--- src/rtl/tlb_fa_pkg.sv ---
`timescale 1ns/1ps
package tlb_fa_pkg;

  typedef enum logic [2:0] {
    OP_INSERT     = 3'd0,
    OP_DEMAP_PAGE = 3'd1,
    OP_DEMAP_CTX  = 3'd2,
    OP_DEMAP_PART = 3'd3,
    OP_INVAL_ALL  = 3'd4
  } tlbOp_e;

  typedef struct packed {
    logic insert;
    logic demapPage;
    logic demapCtx;
    logic demapPart;
    logic invalAll;
  } tlbStrobes_t;

  // Offset mask of a page whose size code is sizeCode.
  function automatic logic [63:0] pageMask(input int sizeCode, input int baseShift,
                                           input int shiftStep);
    int sh;
    sh = baseShift + shiftStep * sizeCode;
    if (sh >= 64) return '1;
    return (64'd1 << sh) - 64'd1;
  endfunction

endpackage

--- src/rtl/tlb_fa_ctrl.sv ---
`timescale 1ns/1ps
module tlb_fa_ctrl
  import tlb_fa_pkg::*;
(
  input  logic        clk,
  input  logic        rst,
  input  logic        cmdValid,
  input  logic [2:0]  cmdOp,
  output logic        cmdReady,
  output tlbStrobes_t strobes,
  output logic        flushPulse
);

  logic readyQ;
  logic accept;
  logic flushQ;

  always_ff @(posedge clk) begin
    if (rst) readyQ <= 1'b0;
    else     readyQ <= 1'b1;
  end

  assign accept   = cmdValid && readyQ;
  assign cmdReady = readyQ;

  always_comb begin
    strobes           = '0;
    strobes.insert    = accept && (cmdOp == OP_INSERT);
    strobes.demapPage = accept && (cmdOp == OP_DEMAP_PAGE);
    strobes.demapCtx  = accept && (cmdOp == OP_DEMAP_CTX);
    strobes.demapPart = accept && (cmdOp == OP_DEMAP_PART);
    strobes.invalAll  = accept && (cmdOp == OP_INVAL_ALL);
  end

  always_ff @(posedge clk) begin
    if (rst) flushQ <= 1'b0;
    else     flushQ <= |strobes;
  end

  assign flushPulse = flushQ;

endmodule

--- src/rtl/tlb_fa_datapath.sv ---
`timescale 1ns/1ps
module tlb_fa_datapath
  import tlb_fa_pkg::*;
#(
  parameter int NUM_ENTRIES = 8,
  parameter int VA_W        = 32,
  parameter int PA_W        = 32,
  parameter int PART_W      = 4,
  parameter int CTX_W       = 8,
  parameter int SZ_W        = 2,
  parameter int BASE_SHIFT  = 12,
  parameter int SHIFT_STEP  = 3,
  localparam int IDX_W      = $clog2(NUM_ENTRIES)
)(
  input  logic              clk,
  input  logic              rst,
  input  tlbStrobes_t       strobes,
  input  logic [VA_W-1:0]   cmdVa,
  input  logic [PART_W-1:0] cmdPart,
  input  logic [CTX_W-1:0]  cmdCtx,
  input  logic              cmdReal,
  input  logic              cmdLocked,
  input  logic [PA_W-1:0]   cmdPa,
  input  logic [SZ_W-1:0]   cmdSize,
  input  logic [VA_W-1:0]   lkVa,
  input  logic [PART_W-1:0] lkPart,
  input  logic              lkReal,
  input  logic [CTX_W-1:0]  lkCtx,
  output logic              lkHit,
  output logic [IDX_W-1:0]  lkIndex,
  output logic [PA_W-1:0]   lkPa,
  output logic              lkLocked,
  output logic [SZ_W-1:0]   lkSize
);

  logic [NUM_ENTRIES-1:0] entValid, entLocked, entReal;
  logic [PART_W-1:0]      entPart  [NUM_ENTRIES];
  logic [CTX_W-1:0]       entCtx   [NUM_ENTRIES];
  logic [VA_W-1:0]        entVBase [NUM_ENTRIES];
  logic [PA_W-1:0]        entPBase [NUM_ENTRIES];
  logic [SZ_W-1:0]        entSize  [NUM_ENTRIES];

  logic [NUM_ENTRIES-1:0] lkMatch, pgMatch, ctxMatch, partMatch, clearVec;
  logic [IDX_W-1:0]       rrPtr;

  for (genvar g = 0; g < NUM_ENTRIES; g++) begin : g_slot
    logic [63:0] mask;
    assign mask = pageMask(int'(entSize[g]), BASE_SHIFT, SHIFT_STEP);
    assign lkMatch[g] = entValid[g] && (entPart[g] == lkPart) && (entReal[g] == lkReal) &&
                        (lkReal || (entCtx[g] == lkCtx)) &&
                        (((lkVa ^ entVBase[g]) & ~mask[VA_W-1:0]) == '0);
    assign pgMatch[g] = entValid[g] && (entPart[g] == cmdPart) && (entReal[g] == cmdReal) &&
                        (cmdReal || (entCtx[g] == cmdCtx)) &&
                        (((cmdVa ^ entVBase[g]) & ~mask[VA_W-1:0]) == '0);
    assign ctxMatch[g]  = entValid[g] && (entCtx[g] == cmdCtx) && (entPart[g] == cmdPart);
    assign partMatch[g] = (entPart[g] == cmdPart) && !entLocked[g];
    assign clearVec[g]  = strobes.invalAll || (strobes.demapPage && pgMatch[g]) ||
                          (strobes.demapCtx && ctxMatch[g]) || (strobes.demapPart && partMatch[g]);
  end

  // Lookup: lowest matching index wins.
  always_comb begin
    logic [63:0] hm;
    lkIndex = '0;
    for (int i = NUM_ENTRIES - 1; i >= 0; i--) begin
      if (lkMatch[i]) lkIndex = IDX_W'(i);
    end
    lkHit = |lkMatch;
    hm    = pageMask(int'(entSize[lkIndex]), BASE_SHIFT, SHIFT_STEP);
    if (lkHit) begin
      lkPa     = (entPBase[lkIndex] & ~hm[PA_W-1:0]) | (PA_W'(lkVa) & hm[PA_W-1:0]);
      lkLocked = entLocked[lkIndex];
      lkSize   = entSize[lkIndex];
    end else begin
      lkPa     = '0;
      lkLocked = 1'b0;
      lkSize   = '0;
    end
  end

  // Victim choice: first free slot, else first unlocked slot from the pointer.
  logic             freeFound, rrFound, wrEn;
  logic [IDX_W-1:0] freeIdx, rrIdx, wrIdx;

  always_comb begin
    freeFound = 1'b0;
    freeIdx   = '0;
    rrFound   = 1'b0;
    rrIdx     = '0;
    for (int i = 0; i < NUM_ENTRIES; i++) begin
      if (!entValid[i] && !freeFound) begin
        freeFound = 1'b1;
        freeIdx   = IDX_W'(i);
      end
    end
    for (int k = 0; k < NUM_ENTRIES; k++) begin
      int j;
      j = int'(rrPtr) + k;
      if (j >= NUM_ENTRIES) j = j - NUM_ENTRIES;
      if (!entLocked[j] && !rrFound) begin
        rrFound = 1'b1;
        rrIdx   = IDX_W'(j);
      end
    end
    wrIdx = freeFound ? freeIdx : rrIdx;
    wrEn  = strobes.insert && (freeFound || rrFound);
  end

  always_ff @(posedge clk) begin
    if (rst) begin
      entValid <= '0;
      rrPtr    <= '0;
    end else begin
      for (int i = 0; i < NUM_ENTRIES; i++) begin
        if (clearVec[i])                         entValid[i] <= 1'b0;
        else if (wrEn && (wrIdx == IDX_W'(i)))   entValid[i] <= 1'b1;
      end
      if (wrEn && !freeFound)
        rrPtr <= (int'(rrIdx) == NUM_ENTRIES - 1) ? '0 : rrIdx + 1'b1;
    end
  end

  always_ff @(posedge clk) begin
    if (wrEn) begin
      entLocked[wrIdx] <= cmdLocked;
      entReal[wrIdx]   <= cmdReal;
      entPart[wrIdx]   <= cmdPart;
      entCtx[wrIdx]    <= cmdCtx;
      entVBase[wrIdx]  <= cmdVa;
      entPBase[wrIdx]  <= cmdPa;
      entSize[wrIdx]   <= cmdSize;
    end
  end

endmodule

--- src/rtl/tlb_fa.sv ---
`timescale 1ns/1ps
module tlb_fa
  import tlb_fa_pkg::*;
#(
  parameter int NUM_ENTRIES = 8,
  parameter int VA_W        = 32,
  parameter int PA_W        = 32,
  parameter int PART_W      = 4,
  parameter int CTX_W       = 8,
  parameter int SZ_W        = 2,
  parameter int BASE_SHIFT  = 12,
  parameter int SHIFT_STEP  = 3,
  localparam int IDX_W      = $clog2(NUM_ENTRIES)
)(
  input  logic              clk,
  input  logic              rst,
  input  logic              cmdValid,
  output logic              cmdReady,
  input  logic [2:0]        cmdOp,
  input  logic [VA_W-1:0]   cmdVa,
  input  logic [PART_W-1:0] cmdPart,
  input  logic [CTX_W-1:0]  cmdCtx,
  input  logic              cmdReal,
  input  logic              cmdLocked,
  input  logic [PA_W-1:0]   cmdPa,
  input  logic [SZ_W-1:0]   cmdSize,
  input  logic [VA_W-1:0]   lkVa,
  input  logic [PART_W-1:0] lkPart,
  input  logic              lkReal,
  input  logic [CTX_W-1:0]  lkCtx,
  output logic              lkHit,
  output logic [IDX_W-1:0]  lkIndex,
  output logic [PA_W-1:0]   lkPa,
  output logic              lkLocked,
  output logic [SZ_W-1:0]   lkSize,
  output logic              flushPulse
);

  if (NUM_ENTRIES < 2 || NUM_ENTRIES > 64) begin : g_badCfg
    $error("tlb_fa: NUM_ENTRIES must be between 2 and 64");
  end

  tlbStrobes_t strobes;

  tlb_fa_ctrl u_ctrl (
    .clk        (clk),
    .rst        (rst),
    .cmdValid   (cmdValid),
    .cmdOp      (cmdOp),
    .cmdReady   (cmdReady),
    .strobes    (strobes),
    .flushPulse (flushPulse)
  );

  tlb_fa_datapath #(
    .NUM_ENTRIES (NUM_ENTRIES), .VA_W (VA_W), .PA_W (PA_W), .PART_W (PART_W),
    .CTX_W (CTX_W), .SZ_W (SZ_W), .BASE_SHIFT (BASE_SHIFT), .SHIFT_STEP (SHIFT_STEP)
  ) u_dp (
    .clk       (clk),
    .rst       (rst),
    .strobes   (strobes),
    .cmdVa     (cmdVa),
    .cmdPart   (cmdPart),
    .cmdCtx    (cmdCtx),
    .cmdReal   (cmdReal),
    .cmdLocked (cmdLocked),
    .cmdPa     (cmdPa),
    .cmdSize   (cmdSize),
    .lkVa      (lkVa),
    .lkPart    (lkPart),
    .lkReal    (lkReal),
    .lkCtx     (lkCtx),
    .lkHit     (lkHit),
    .lkIndex   (lkIndex),
    .lkPa      (lkPa),
    .lkLocked  (lkLocked),
    .lkSize    (lkSize)
  );

endmodule

--- config.mk ---
export PLATFORM = sky130hd
export DESIGN_NAME = tlb_fa
export DESIGN_NICKNAME = d
export VERILOG_FILES = /design/src/rtl/tlb_fa_pkg.sv /design/src/rtl/tlb_fa_ctrl.sv /design/src/rtl/tlb_fa_datapath.sv /design/src/rtl/tlb_fa.sv
export SDC_FILE = /design/constraint.sdc
export NUM_CORES = 1
export LEC_CHECK = 0
export BUFFER_PORTS_ARGS = -buffer_cell sky130_fd_sc_hd__buf_2
export CAP_MARGIN = 20
export CORE_MARGIN = 3
export CORE_UTILIZATION = 37
export DETAILED_ROUTE_END_ITERATION = 7
export GPL_TIMING_DRIVEN = 1
export SLEW_MARGIN = 15
export SYNTH_ARGS = -nofsm -noshare
export SYNTH_HDL_FRONTEND = slang
export SYNTH_SLANG_ARGS = --single-unit
--- constraint.sdc ---
create_clock -name clk -period 8.4 [get_ports clk]
set_input_delay 1.26 -clock clk [delete_from_list [all_inputs] [get_ports clk]]
set_output_delay 1.26 -clock clk [all_outputs]
set_load 0.01 [all_outputs]
==> metrics, run 1 <==
outcome=finished, final reports clean; CP required=7.14 ns; register area share after synthesis=56.23%; fill count=6667; DP Area=0.02874 mm2; cts hold-fix bufs=0; number of synthesized flops with an enable pin=496; predominant post-synthesis flop cell=edfxtp_1; worst setup margin=0.5395 ns; hold path cells=2; drt drc=0; Period minus WS final=7.860 ns; Period Utilization, post-route=93.58%; Non-Filler Instances=3257; Final Instance Area=0.03074 mm2; input/output buffers=153; Internal=4443 uW; CP max-delay cell=nor4_1; Critical R2R Launch=u_dp.rrPtr[0]$_SDFFE_PP0P_; initial DRC count=1617; HP Class=register to register; critical path's largest stage delay=0.69 ns; Die ar.=0.07611 mm2; Syn Std Cell Area=0.02695 mm2; nets=2401; vias in the first global route=17.63k; Flop pwr share=48.5%; PwrDens=187.1 mW/mm2; Relative slew margins=27.38%; crit path max fanout=8; worst setup path category=input port to output port; Sw Share=22.74%; Setup crit start kind=input port; vias=18.06k; area leader, netlist=edfxtp_1; count of different cell masters after synthesis=83; HP Start=u_ctrl.cmdReady$_DFF_P_; CTS root buf=clkbuf_16; CTS resizes=0; Seq. cell area=0.01515 mm2; CTS buffer count=57; post-placement setup slack=0.8038 ns; RSZ-0062 raised after global routing=no; I/O pin cnt=172; clock latency on the worst-skew pair=0.63 ns; Setup Viol. Count Final=0; top layer in use=met5; static leakage=0.01035 uW; worst r2r path cells=14; Post-synth ARST share=0%; H-tree depth=2; # rows=98; skew final=0.02307 ns; Final Slew Violations=0; DRT antenna net count=0; clk sinks=509; Fmax achieved=127.2 MHz; clk slew on worst S/H paths=0.06 ns; Total GRT Usage=21.47%; Peak VDD IR=0.2521 mV; drt first pass iters=7; Slew @ Worst Pin=1.089 ns; mean routed wirelength per cell=25.64 um; grt total ovfl=0; CP endpoint kind=output port; #FFs+latches synth=509; TNS Setup=0 ns; Synth top area share=55.27%; initial core utilization=37.51%; Avg Cell Area, Syn=12.75 um2; Net Switching=1308 uW; Tot Pwr=5750 uW; max_cap viols=0; # Post-CTS Setup Buffers=0; vias per cell=5.545; reg-to-reg slack, setup=2.50 ns; CTS tree=built; synth warn=0; clock power share=45.1%; Fin. Hold Viols=0; Die X=275.9 um; crit-path cells=buf_2, xnor2_1, nand4_1, or3_1, nor4_1, a22oi_1, a21oi_1, nor3_1, a211oi_2, or4b_1, nor2b_1, ha_1, a21oi_1, a221oi_1, a311oi_1, buf_2; largest net degree at the start of global routing=64; arrival time worst endpoint=6.60 ns; total wire length=83520 um; first-pass GRT wire length=119800 um; Metal-1 WL=35720 um; multi-input logic area=0.01132 mm2; Clock Path Buffers=3; routability cong.=0.9901; die height=275.9 um; WL met2=39390 um; Area Growth Syn to Fin=14.06%; met3 wire length=5649 um; synth top area cells=edfxtp_1, xor2_1, xnor2_1; antenna violations before repair=7; share of post-route cells with drive strength above 1=14.84%; core footprint=0.07185 mm2; Post-DP HPWL=58270 um; part of the power in combinational logic=6.4%; cells after synthesis=2113; Worst Setup SP=lkPart[1]; Placed Cells=3146
-- layout make-up --
type | instances | area share [%]
Sequential cell | 509 | 49.30
Clock inverter | 41 | 1.522
Inverter | 29 | 0.3541
Tap cell | 950 | 3.867
Timing Repair Buffer | 181 | 3.216
Multi-Input combinational cell | 1478 | 36.84
Antenna cell | 3 | 0.02442
Clock buffer | 66 | 4.880
-- kinds of logic after synthesis --
| logic type | after synthesis | synth area share (%) |
|---|---|---|
| other | 1 | 0.01391 |
| xor gates and xnor gates | 609 | 19.85 |
| buffers and inverters | 141 | 2.215 |
| muxes | 111 | 4.801 |
| DFF | 509 | 56.23 |
| AOI/OAI and AO/OA | 279 | 7.154 |
| adders and majority gates | 14 | 0.6500 |
| and+or+nand+nor | 449 | 9.086 |
-- cells in the mapped netlist, types with 12 or more instances --
library cell  count
a211oi_1         16
a21oi_1          76
a22o_1           20
a31oi_1          27
and2_1           12
buf_2            38
clkbuf_1         59
dfxtp_1          13
edfxtp_1        496
ha_1             14
inv_1            28
mux2_2           22
mux2i_1          76
mux4_2           12
nand2_1          67
nand3_1          24
nand4_1          68
nor2_1           76
nor2b_1          21
nor3_1           58
nor4_1           67
o21ai_0          34
xnor2_1         301
xor2_1          306
-- through the flow --
step	hold WS [ns]	utilization, %
2_1_floorplan	0.5053	-
3_3_place_gp	0.4818	40.00
3_5_place_dp	0.5002	40.00
4_1_cts	0.5041	42.74
5_1_grt	0.5412	42.77
6_report	0.5130	42.78
-- metal layers --
metal  track usage [%]  vias up
met1             28.87     9106
met2             35.32      690
met3             3.573      130
li1                  -     8126
met5                 0        -
met4             7.147        8
-- sequential cells by signal, indices dropped and copies added, names as in the netlist, 3 cells and up --
signal and cells:
u_dp.entVBase 208, u_dp.entPBase 160, u_dp.entCtx 64, u_dp.entPart 32, u_dp.entSize 16, u_dp.entLocked 8
u_dp.entReal 8, u_dp.entValid 8, u_dp.rrPtr 3
-- layout by cell type, fill, tap and decap left out, types with 20 or more instances in the layout --
| master | synthesis | layout |
|---|---|---|
| edfxtp_1 | 496 | 496 |
| xor2_1 | 306 | 306 |
| xnor2_1 | 301 | 301 |
| buf_2 | 38 | 153 |
| mux2i_1 | 76 | 76 |
| a21oi_1 | 76 | 76 |
| nor2_1 | 76 | 70 |
| nand4_1 | 68 | 68 |
| nand2_1 | 67 | 67 |
| nor4_1 | 67 | 67 |
| nor3_1 | 58 | 57 |
| clkbuf_16 | 0 | 57 |
| o21ai_0 | 34 | 33 |
| inv_1 | 28 | 28 |
| a31oi_1 | 27 | 27 |
| buf_4 | 1 | 27 |
| nand3_1 | 24 | 24 |
| mux2_2 | 22 | 22 |
| nor2b_1 | 21 | 21 |
| a22o_1 | 20 | 20 |
-- worst max-delay path, delay by kind of cell --
kind	cells	cell delay, ns
adders and majority gates	1	0.27
AOI/OAI and AO/OA	6	2.09
xor gates and xnor gates	1	0.41
and+or+nand+nor	6	2.13
buffers and inverters	2	0.43
-- worst paths after layout --
check,endpoint
setup reg to reg,u_dp.entPBase[3][12]$_DFFE_PP_
hold / removal,u_ctrl.flushPulse$_SDFF_PP0_
hold reg to reg,u_ctrl.flushPulse$_SDFF_PP0_
setup / recovery,lkPa[23]
-- power by group through the flow --
| stage | sequential [uW] | combinational (uW) | clock (uW) |
|---|---|---|---|
| 2_1_floorplan | 2850 | 222 | 0 |
| 3_3_place_gp | 2840 | 350 | 0 |
| 3_5_place_dp | 2850 | 356 | 0 |
| 4_1_cts | 2790 | 358 | 2640 |
| 5_1_grt | 2790 | 393 | 2740 |
| 6_report | 2790 | 367 | 2590 |
No activity file was read; power rests on OpenSTA's default activity.
==> inputs of run 2 (changes only) <==
Settings changed: CORE_MARGIN 3 to 2, SYNTH_HIERARCHICAL set to 1.
==> run 2 against run 1 <==
  * Clock-buffer cell count down 2
  * Clock power down 11%
  * Cell area down 1.3%
  * Sequential cell count unchanged
  * Largest cell class unchanged
  * Combinational power about the same
==> metrics, run 2 <==
arrival time worst endpoint=5.94 ns (-0.66 ns); worst r2r path cells=13 (-1); met3 wire length=4988 um (-12%); clk slew on worst S/H paths=0.06 ns (about the same); share of post-route cells with drive strength above 1=13.13% (-1.7 points); vias per cell=5.567 (+0.39%); max_cap viols=0 (unchanged); Setup Viol. Count Final=0 (unchanged); Fmax achieved=138.8 MHz (+9.1%); number of synthesized flops with an enable pin=496 (unchanged); TNS Setup=0 ns (unchanged); first-pass GRT wire length=119400 um (-0.32%); #FFs+latches synth=509 (unchanged); CTS tree=built; synth warn=6 (+6); drt drc=0 (unchanged); most frequent cells in the layout=edfxtp_1, xnor2_1, xor2_1; CP top delay family=compound AO/OA/AOI/OAI gates; CP required=7.14 ns (about the same); I/O pin cnt=172 (unchanged); PwrDens=180.2 mW/mm2 (-3.7%); nets=2411 (+0.42%); die height=273.6 um (-0.84%); Die ar.=0.07483 mm2 (-1.7%); routability cong.=0.9858 (-0.43%); Relative slew margins=22.65% (-4.7 points); vias=18.19k (+0.73%); count of different cell masters after synthesis=82 (-1.2%); # Post-CTS Setup Buffers=0 (unchanged); Die X=273.6 um (-0.84%); Total GRT Usage=21.73% (+0.25 points); crit path max fanout=33 (+25); static leakage=0.009816 uW (-5.2%); antenna violations before repair=9 (+2); Syn Std Cell Area=0.02688 mm2 (-0.25%); Post-DP HPWL=57880 um (-0.67%); register area share after synthesis=56.37% (+0.14 points); grt total ovfl=0 (unchanged); synth top area cells=edfxtp_1, xnor2_1, xor2_1; reg-to-reg endpoint=u_dp/entPBase[4][19]$_DFFE_PP_; crit-path cells=buf_2, xnor2_1, nand3_1, o31ai_1, nand4_1, a311oi_1, o2111ai_1, and2_1, buf_4, o221ai_1, nand4_1, o211ai_1, a21oi_1, buf_2; area leader, netlist=edfxtp_1; initial core utilization=37.48% (about the same); Biggest register=u_dp/entVBase; total wire length=83500 um (about the same); Critical R2R Launch=u_dp/rrPtr[0]$_SDFFE_PP0P_; worst setup path category=input port to output port; Final Slew Violations=0 (unchanged); CP max-delay cell=a311oi_1; top layer in use=met5; max FFs per register=208 (unchanged); Post-synth ARST share=0% (unchanged); fill count=6638 (-0.43%); Synth top area share=55.40% (+0.14 points); Hold Path End=u_ctrl/flushPulse$_SDFF_PP0_; Slew @ Worst Pin=1.158 ns (+0.06823 ns); CP Buf/Inv Count=3 (+1); Area Growth Syn to Fin=12.89%; CTS root buf=clkbuf_16; outcome=finished, final reports clean; hold path cells=2 (unchanged); reg-to-reg slack, setup=2.96 ns (+0.46 ns); input/output buffers=153 (unchanged); Period Utilization, post-route=85.75% (-7.8 points); H-tree depth=2 (unchanged); HP Start=u_ctrl/cmdReady$_DFF_P_; Fin. Hold Viols=0 (unchanged); Clock Path Buffers=3 (unchanged); Final Instance Area=0.03035 mm2 (-1.3%); CP endpoint kind=output port; Peak VDD IR=0.1819 mV (-28%); worst setup margin=1.197 ns (+0.6571 ns); skew final=0.04663 ns (+0.02356 ns); predominant post-synthesis flop cell=edfxtp_1; vias in the first global route=17.69k (+0.34%); # rows=98 (unchanged); mean routed wirelength per cell=25.55 um (-0.37%); Avg Cell Area, Syn=12.58 um2 (-1.4%); post-placement setup slack=1.369 ns (+0.5648 ns); biggest regs=u_dp/entVBase x208, u_dp/entPBase x160, u_dp/entCtx x64; cells after synthesis=2137 (+1.1%); final core occ=42.31% (-0.47 points); commonest non-fill, non-tap cell in the layout=edfxtp_1; Tot Pwr=5468 uW (-4.9%); HP Class=register to register; clk sinks=509 (unchanged); Metal-1 WL=36420 um (+1.9%); clock latency on the worst-skew pair=0.63 ns (about the same); DP Area=0.02863 mm2 (-0.39%); RSZ-0062 raised after global routing=no; critical path's largest stage delay=0.92 ns (+0.23 ns); CTS resizes=0 (unchanged); count leader, synth=edfxtp_1; CTS buffer count=56 (-1.8%); core footprint=0.07173 mm2 (-0.17%); cts hold-fix bufs=0 (unchanged); drt first pass iters=7 (unchanged); WL met2=39230 um (-0.40%); largest net degree at the start of global routing=64 (unchanged); DRT antenna net count=0 (unchanged); Post-synth top cells=edfxtp_1, xnor2_1, xor2_1; initial DRC count=1695 (+4.8%); Setup crit start kind=input port; Period minus WS final=7.203 ns (-0.6571 ns)
## run 2: final cells by class
class	instances	area [um2]	share of cell area, %
Tap cell	950	1189	3.917
Inverter	24	90.09	0.2968
Antenna cell	2	5.005	0.01649
Clock inverter	41	281.5	0.9276
Sequential cell	509	15150	49.93
Timing Repair Buffer	172	940.9	3.100
Multi-Input combinational cell	1506	11260	37.09
Clock buffer	64	1431	4.716
## run 2: how the worst max path moves through the flow
stage	startpoint	end	depth (start not counted)	slack [ns]
2_1_floorplan	u_dp/rrPtr[1]$_SDFFE_PP0P_	u_dp/entCtx[2][0]$_DFFE_PP_	13	2.29
3_3_place_gp	lkVa[31]	lkPa[13]	14	1.45
3_5_place_dp	lkVa[18]	lkPa[19]	14	1.37
4_1_cts	lkVa[18]	lkPa[19]	14	1.34
5_1_grt	lkVa[18]	lkPa[19]	14	0.99
6_report	lkVa[18]	lkPa[18]	14	1.20
## run 2: metal layers
| layer | up-vias | track usage, % |
|---|---|---|
| met4 | 14 | 7.622 |
| met5 | - | 0 |
| met1 | 9216 | 29.51 |
| met2 | 618 | 35.32 |
| met3 | 153 | 3.298 |
| li1 | 8191 | - |
## run 2: kinds of logic after synthesis
kind of cell | Yosys count | share of synthesized area (%)
and+or+nand+nor | 510 | 10.14
adders and majority gates | 11 | 0.5120
buffers and inverters | 137 | 2.262
DFF | 509 | 56.37
other | 1 | 0.01395
AOI/OAI and AO/OA | 273 | 7.223
muxes | 83 | 3.505
xor gates and xnor gates | 613 | 19.97
## run 2: worst min-delay path, cell delays in order (launching register included)
cell     delay (ns)
dfxtp_1        0.32
nand2_1        0.17
nor3_2         0.06
## run 2: per-stage QoR
stage	hold WS (ns)	instances
after global routing	0.5903	3267
after detailed placement	0.5741	3161
final	0.5596	3268
after floorplan	0.4911	2152
after CTS	0.5510	3266
after global placement	0.5355	3159
## run 2: report_power, final
group / internal, uW / leakage (uW) / switching [uW]
sequential: 2790 / 0.00456 / 3.03
combinational: 123 / 0.00442 / 243
clock: 1280 / 0.000836 / 1030
total: 4200 / 0.00982 / 1270
